### config.mk
export PLATFORM = sky130hd
export DESIGN_NAME = alu_flag_unit
export DESIGN_NICKNAME = d
export VERILOG_FILES = /design/src/rtl/alu_flag_pkg.sv /design/src/rtl/alu_core.sv /design/src/rtl/so_pin_sync.sv /design/src/rtl/status_reg.sv /design/src/rtl/alu_flag_unit.sv
export SDC_FILE = /design/constraint.sdc
export NUM_CORES = 1
export LEC_CHECK = 0
export BUFFER_PORTS_ARGS = -buffer_cell sky130_fd_sc_hd__buf_2
export CORE_MARGIN = 8
export CORE_UTILIZATION = 30
export CTS_CLUSTER_DIAMETER = 120
export DETAILED_ROUTE_END_ITERATION = 8
export PLACE_DENSITY = 0.52
export SLEW_MARGIN = 20
export SYNTH_ARGS = -nofsm -noshare
export SYNTH_HDL_FRONTEND = slang
export SYNTH_SLANG_ARGS = --single-unit
### constraint.sdc
create_clock -name clk -period 11.12 [get_ports clk]
set_clock_uncertainty 0.1 [all_clocks]
set_input_delay 1.668 -clock clk [delete_from_list [all_inputs] [get_ports clk]]
set_output_delay 1.668 -clock clk [all_outputs]
set_load 0.01 [all_outputs]
### src/rtl/alu_flag_pkg.sv
package alu_flag_pkg;

    localparam int DW     = 8;
    localparam int MSB    = DW - 1;
    localparam int SB_C   = 0;
    localparam int SB_Z   = 1;
    localparam int SB_ONE = 5;
    localparam int SB_V   = 6;
    localparam int SB_N   = 7;
    localparam logic [DW-1:0] ST_RESET = DW'(1) << SB_ONE;

    typedef enum logic [2:0] {
        OP_ADD  = 3'd0,
        OP_SUB  = 3'd1,
        OP_CMP  = 3'd2,
        OP_TEST = 3'd3,
        OP_CLRV = 3'd4,
        OP_LDST = 3'd5
    } alu_op_e;

    typedef struct packed {
        logic [DW-1:0] val;
        logic [DW-1:0] wen;
    } flag_upd_t;

    function automatic logic all_zero(input logic [DW-1:0] x);
        return (x == '0);
    endfunction

endpackage

### src/rtl/alu_core.sv
module alu_core
    import alu_flag_pkg::*;
(
    input  alu_op_e       op,
    input  logic [DW-1:0] acc,
    input  logic [DW-1:0] opnd,
    input  logic          carry_in,
    output logic [DW-1:0] result,
    output flag_upd_t     upd
);

    logic [DW-1:0] addend;
    logic          cin;
    logic [DW:0]   sum;

    always_comb begin
        addend = (op == OP_ADD) ? opnd : ~opnd;
        cin    = (op == OP_CMP) ? 1'b1 : carry_in;
        sum    = {1'b0, acc} + {1'b0, addend} + {{DW{1'b0}}, cin};
    end

    always_comb begin
        upd    = '0;
        result = acc;
        unique case (op)
            OP_ADD, OP_SUB: begin
                result         = sum[MSB:0];
                upd.wen[SB_C]  = 1'b1;
                upd.wen[SB_Z]  = 1'b1;
                upd.wen[SB_N]  = 1'b1;
                upd.wen[SB_V]  = 1'b1;
                upd.val[SB_C]  = sum[DW];
                upd.val[SB_Z]  = all_zero(sum[MSB:0]);
                upd.val[SB_N]  = sum[MSB];
                upd.val[SB_V]  = (acc[MSB] == addend[MSB]) && (sum[MSB] != acc[MSB]);
            end
            OP_CMP: begin
                upd.wen[SB_C]  = 1'b1;
                upd.wen[SB_Z]  = 1'b1;
                upd.wen[SB_N]  = 1'b1;
                upd.val[SB_C]  = sum[DW];
                upd.val[SB_Z]  = all_zero(sum[MSB:0]);
                upd.val[SB_N]  = sum[MSB];
            end
            OP_TEST: begin
                upd.wen[SB_Z]  = 1'b1;
                upd.wen[SB_N]  = 1'b1;
                upd.wen[SB_V]  = 1'b1;
                upd.val[SB_Z]  = all_zero(acc & opnd);
                upd.val[SB_N]  = opnd[SB_N];
                upd.val[SB_V]  = opnd[SB_V];
            end
            OP_CLRV: begin
                upd.wen[SB_V]  = 1'b1;
                upd.val[SB_V]  = 1'b0;
            end
            OP_LDST: begin
                upd.wen        = '1;
                upd.val        = opnd;
            end
            default: begin
                upd = '0;
            end
        endcase
    end

endmodule

### src/rtl/so_pin_sync.sv
module so_pin_sync #(
    parameter int STAGES = 2
) (
    input  logic clk,
    input  logic rst,
    input  logic pin_n,
    output logic fall
);

    logic [STAGES:0] sh;

    always_ff @(posedge clk) begin
        if (rst) sh <= '1;
        else     sh <= {sh[STAGES-1:0], pin_n};
    end

    assign fall = sh[STAGES] & ~sh[STAGES-1];

    AST_FALL_SINGLE: assert property (@(posedge clk) disable iff (rst)
        fall |=> !fall);

endmodule

### src/rtl/status_reg.sv
module status_reg
    import alu_flag_pkg::*;
(
    input  logic          clk,
    input  logic          rst,
    input  logic          en,
    input  flag_upd_t     upd,
    input  logic          set_v,
    output logic [DW-1:0] q
);

    logic [DW-1:0] nxt;

    for (genvar i = 0; i < DW; i++) begin : g_bit
        if (i == SB_ONE) begin : g_one
            assign nxt[i] = 1'b1;
        end else if (i == SB_V) begin : g_ovf
            assign nxt[i] = set_v | ((en && upd.wen[i]) ? upd.val[i] : q[i]);
        end else begin : g_plain
            assign nxt[i] = (en && upd.wen[i]) ? upd.val[i] : q[i];
        end
    end

    always_ff @(posedge clk) begin
        if (rst) q <= ST_RESET;
        else     q <= nxt;
    end

    AST_ONE_BIT: assert property (@(posedge clk) disable iff (rst)
        1'b1 |=> q[SB_ONE]);

endmodule

### src/rtl/alu_flag_unit.sv
module alu_flag_unit
    import alu_flag_pkg::*;
(
    input  logic       clk,
    input  logic       rst,
    input  logic       op_valid,
    input  logic [2:0] op_sel,
    input  logic [7:0] acc_i,
    input  logic [7:0] opnd_i,
    input  logic       so_n_i,
    output logic [7:0] result_o,
    output logic [7:0] status_o,
    output logic       slt_o
);

    alu_op_e   op;
    flag_upd_t upd;
    logic      so_fall;

    assign op = alu_op_e'(op_sel);

    alu_core u_core (
        .op       (op),
        .acc      (acc_i),
        .opnd     (opnd_i),
        .carry_in (status_o[SB_C]),
        .result   (result_o),
        .upd      (upd)
    );

    so_pin_sync #(.STAGES(2)) u_sync (
        .clk   (clk),
        .rst   (rst),
        .pin_n (so_n_i),
        .fall  (so_fall)
    );

    status_reg u_status (
        .clk   (clk),
        .rst   (rst),
        .en    (op_valid),
        .upd   (upd),
        .set_v (so_fall),
        .q     (status_o)
    );

    assign slt_o = status_o[SB_N] ^ status_o[SB_V];

    AST_ADD_MIXED_SIGN: assert property (@(posedge clk) disable iff (rst)
        (op_valid && op_sel == 3'd0 && !so_fall && (acc_i[MSB] != opnd_i[MSB]))
        |=> !status_o[SB_V]);

    AST_CMP_KEEPS_V: assert property (@(posedge clk) disable iff (rst)
        (op_valid && op_sel == 3'd2 && !so_fall)
        |=> status_o[SB_V] == $past(status_o[SB_V]));

    AST_TEST_COPIES: assert property (@(posedge clk) disable iff (rst)
        (op_valid && op_sel == 3'd3 && !so_fall)
        |=> status_o[SB_N:SB_V] == $past(opnd_i[SB_N:SB_V]));

    AST_CLRV_ZERO: assert property (@(posedge clk) disable iff (rst)
        (op_valid && op_sel == 3'd4 && !so_fall) |=> !status_o[SB_V]);

    AST_LOAD_STATUS: assert property (@(posedge clk) disable iff (rst)
        (op_valid && op_sel == 3'd5 && !so_fall)
        |=> status_o == ($past(opnd_i) | ST_RESET));

    AST_PIN_WINS: assert property (@(posedge clk) disable iff (rst)
        so_fall |=> status_o[SB_V]);

    AST_IDLE_HOLD: assert property (@(posedge clk) disable iff (rst)
        (!op_valid && !so_fall) |=> $stable(status_o));

endmodule

==> impl_metrics.toml <==
[outcome]
outcome = "finished clean"

[critical_path]
crit_path_end_kind = "primary output"
worstPathArrival_ns = 4.70
worst_r2r_endpoint = "u_status.q[1]"
critPathKind = "input port to primary output"
startpoint_type = "input port"
required_ns = 9.35
cp_max_fo = 15
regToRegSetupSlack_ns = 8.55
rr_startpoint = "u_status.q[0]"
r2r_cells = 9

[synth]
yosys.area.top_type = "dfxtp_1"
synth_nets = 180
netlist_top_cells_count = "nand2_1, o21ai_0, dfxtp_1, nor2_1, xnor2_1"
synthTopCellsByArea = "dfxtp_1, ha_1, xnor2_1"
synth_seq_area_share = 0.173
synth_enable_flop_cells = 0
async_flop_share = 0
synth_area_mm2 = 0.00116
synth.most_common_cell = "nand2_1"
netlist-cell-type-count = 47
synth_warnings = 0
synth_top_area_frac = 0.173
postSynthCellCount = 147
avgSynthCellArea_um2 = 7.89
synth_seq_cells = 10
synth_flop_cell = "dfxtp_1"

[cells_and_area]
layout.cells.non_filler = 230
drive_gt1_frac = 0.302
nets = 216
syn_to_final_growth_pct = 23.0
diodes = 0

[placed_design]
hpwlAfterDp_mm = 2.88
portBuffers = 38
preCtsSetupSlack_ns = 4.68
place_inst = 226
place.gp.congestion = 0.882

[timing]
fin_crit_ns = 6.47
slew_viol_final = 0
grt_setup_unrepaired = "false"
hold_viol = 0
fin_setup_tns_ns = 0
setup_viol = 0
finalCritPeriodShare = 0.582
fmax_ghz = 0.155
fin_ws_ns = 4.65

[route]
first_iter_violations = 51
wl_per_cell_um = 14.5
routed_wl_mm = 3.33
vias_per_cell = 5.27
drt_pass1_iterations = 4
num_vias = 1212
ant_nets = 0
remaining_drc_errors = 0

[grt]
antenna_found_initial = 0
grt_use_total = 0.110
grt_max_degree = 16
grt_pass1_wl_mm = 5.64
overflow = 0
first_global_vias = 1255

[floorplanning]
rows = 22
die_w_um = 78.2
fp.dieH_um = 78.2
die-area_mm2 = 0.00611
coreArea_mm2 = 0.00369
boundaryPins = 40
initial_core_util = 0.314

[pwr]
seq_power_share = 0.257
swShare = 0.352
internal_power_w = 0.0000981
total_power_w = 0.000151
comb_power_share = 0.447
p_per_area_mw_per_mm2 = 106
clkPwrFrac = 0.296
leakage_nw = 0.653
ir_drop_mv = 0.0349
power_switching_w = 0.0000534

[clock_tree]
clk_pin_slew_ns = 0.05
cts_resized = 0
post_cts_buffers = 0
ctsHoldBuffers = 0
clk_latency_ns = 0.23
clock-root-buffer = "clkbuf_8"
cts_tree = "yes"
h-tree-depth = 1
clock_sinks = 10
ctsLongestPathBuffers = 2
numCtsBuffers = 3

[hold_path]
hold_class = "flop to flop"
hp-start = "u_sync.sh[0]"
min_to = "u_sync.sh[1]"
whs_path_depth = 1

[run]
maxCapViolCount = 0
layer usage:
metal | wire length (um) | up-vias | track usage
met2 | 1640 | 25 | 0.193
met3 | 179 | 5 | 0.0285
li1 | - | 612 | -
met5 | 0 | - | 0
met1 | 1480 | 570 | 0.132
met4 | 23 | 0 | 0.0222
worst max-delay path, stage by stage:
cell and delay, ns:
buf_2 0.16, or2_2 0.43, nor2_2 0.43, xor2_1 0.24, fa_1 0.21, inv_1 0.05
fa_1 0.42, a211oi_1 0.36, o21ai_0 0.15, o211a_1 0.18, o31ai_1 0.23, buf_2 0.17
flip-flops by register name (all words and copies together) (netlist names):
name and flops:
u_status.q 7, u_sync.sh 3
power groups by stage:
| stage | Sequential (W) | Combinational, W | Clock (W) |
|---|---|---|---|
| detailed placement | 0.0000397 | 0.0000677 | 0 |
| global placement | 0.0000396 | 0.0000675 | 0 |
| global route | 0.0000392 | 0.0000760 | 0.0000496 |
| CTS | 0.0000390 | 0.0000680 | 0.0000463 |
| floorplan | 0.0000401 | 0.0000469 | 0 |
| finish | 0.0000390 | 0.0000677 | 0.0000448 |
cells in the final DEF (no fill, tap or decap), drive strengths merged, types with 2 or more instances in the layout:
cell    instances
a211oi          5
a21o            4
a21oi           8
a221oi          2
a22oi           3
a31oi           3
buf            38
clkbuf          4
dfxtp          10
fa              2
ha              8
inv             6
mux2            3
mux2i           3
nand2          13
nand2b          2
nand3           5
nand4b          2
nor2           11
o21ai          13
o21bai          2
o31ai           2
or2             4
xnor2          10
xor2            2
per-stage QoR:
stage / instance area, um^2 / hold WS (ns) / util
finish: 1430 / 0.305 / 0.387
floorplan: 1160 / 0.289 / -
detailed placement: 1370 / 0.300 / 0.372
CTS: 1430 / 0.310 / 0.387
global placement: 1370 / 0.292 / 0.372
global route: 1430 / 0.330 / 0.387
worst max path at each step:
stage	startpoint	to	slack, ns	cells past startpoint
2_1_floorplan	op_sel[1]	result_o[6]	5.12	11
3_3_place_gp	op_sel[2]	result_o[6]	4.77	12
3_5_place_dp	op_sel[2]	result_o[6]	4.68	12
4_1_cts	op_sel[2]	result_o[6]	4.65	12
5_1_grt	op_sel[2]	result_o[6]	4.37	12
6_report	op_sel[2]	result_o[6]	4.65	12
cell families (layout without fill, tap and decap cells):
logic type                 Yosys count  count (layout)  share of synthesized area
AOI/OAI and AO/OA                   50              50                      0.303
and+or+nand+nor                     45              45                      0.202
buffers and inverters               13              48                     0.0529
xor gates and xnor gates            12              12                     0.0906
adders and majority gates           10              10                      0.121
DFF                                 10              10                      0.173
muxes                                6               6                     0.0550
other                                1               1                    0.00323
final cells by class:
class / instances / area [um^2]
multi-input cells: 124 / 898
fillers: 417 / 2260
clock buffers: 4 / 55.1
inverters: 6 / 22.5
flip-flops and latches: 10 / 200
well taps: 48 / 60.1
repair buffers: 38 / 190
Note: power is estimated with default switching activity, not from simulation.
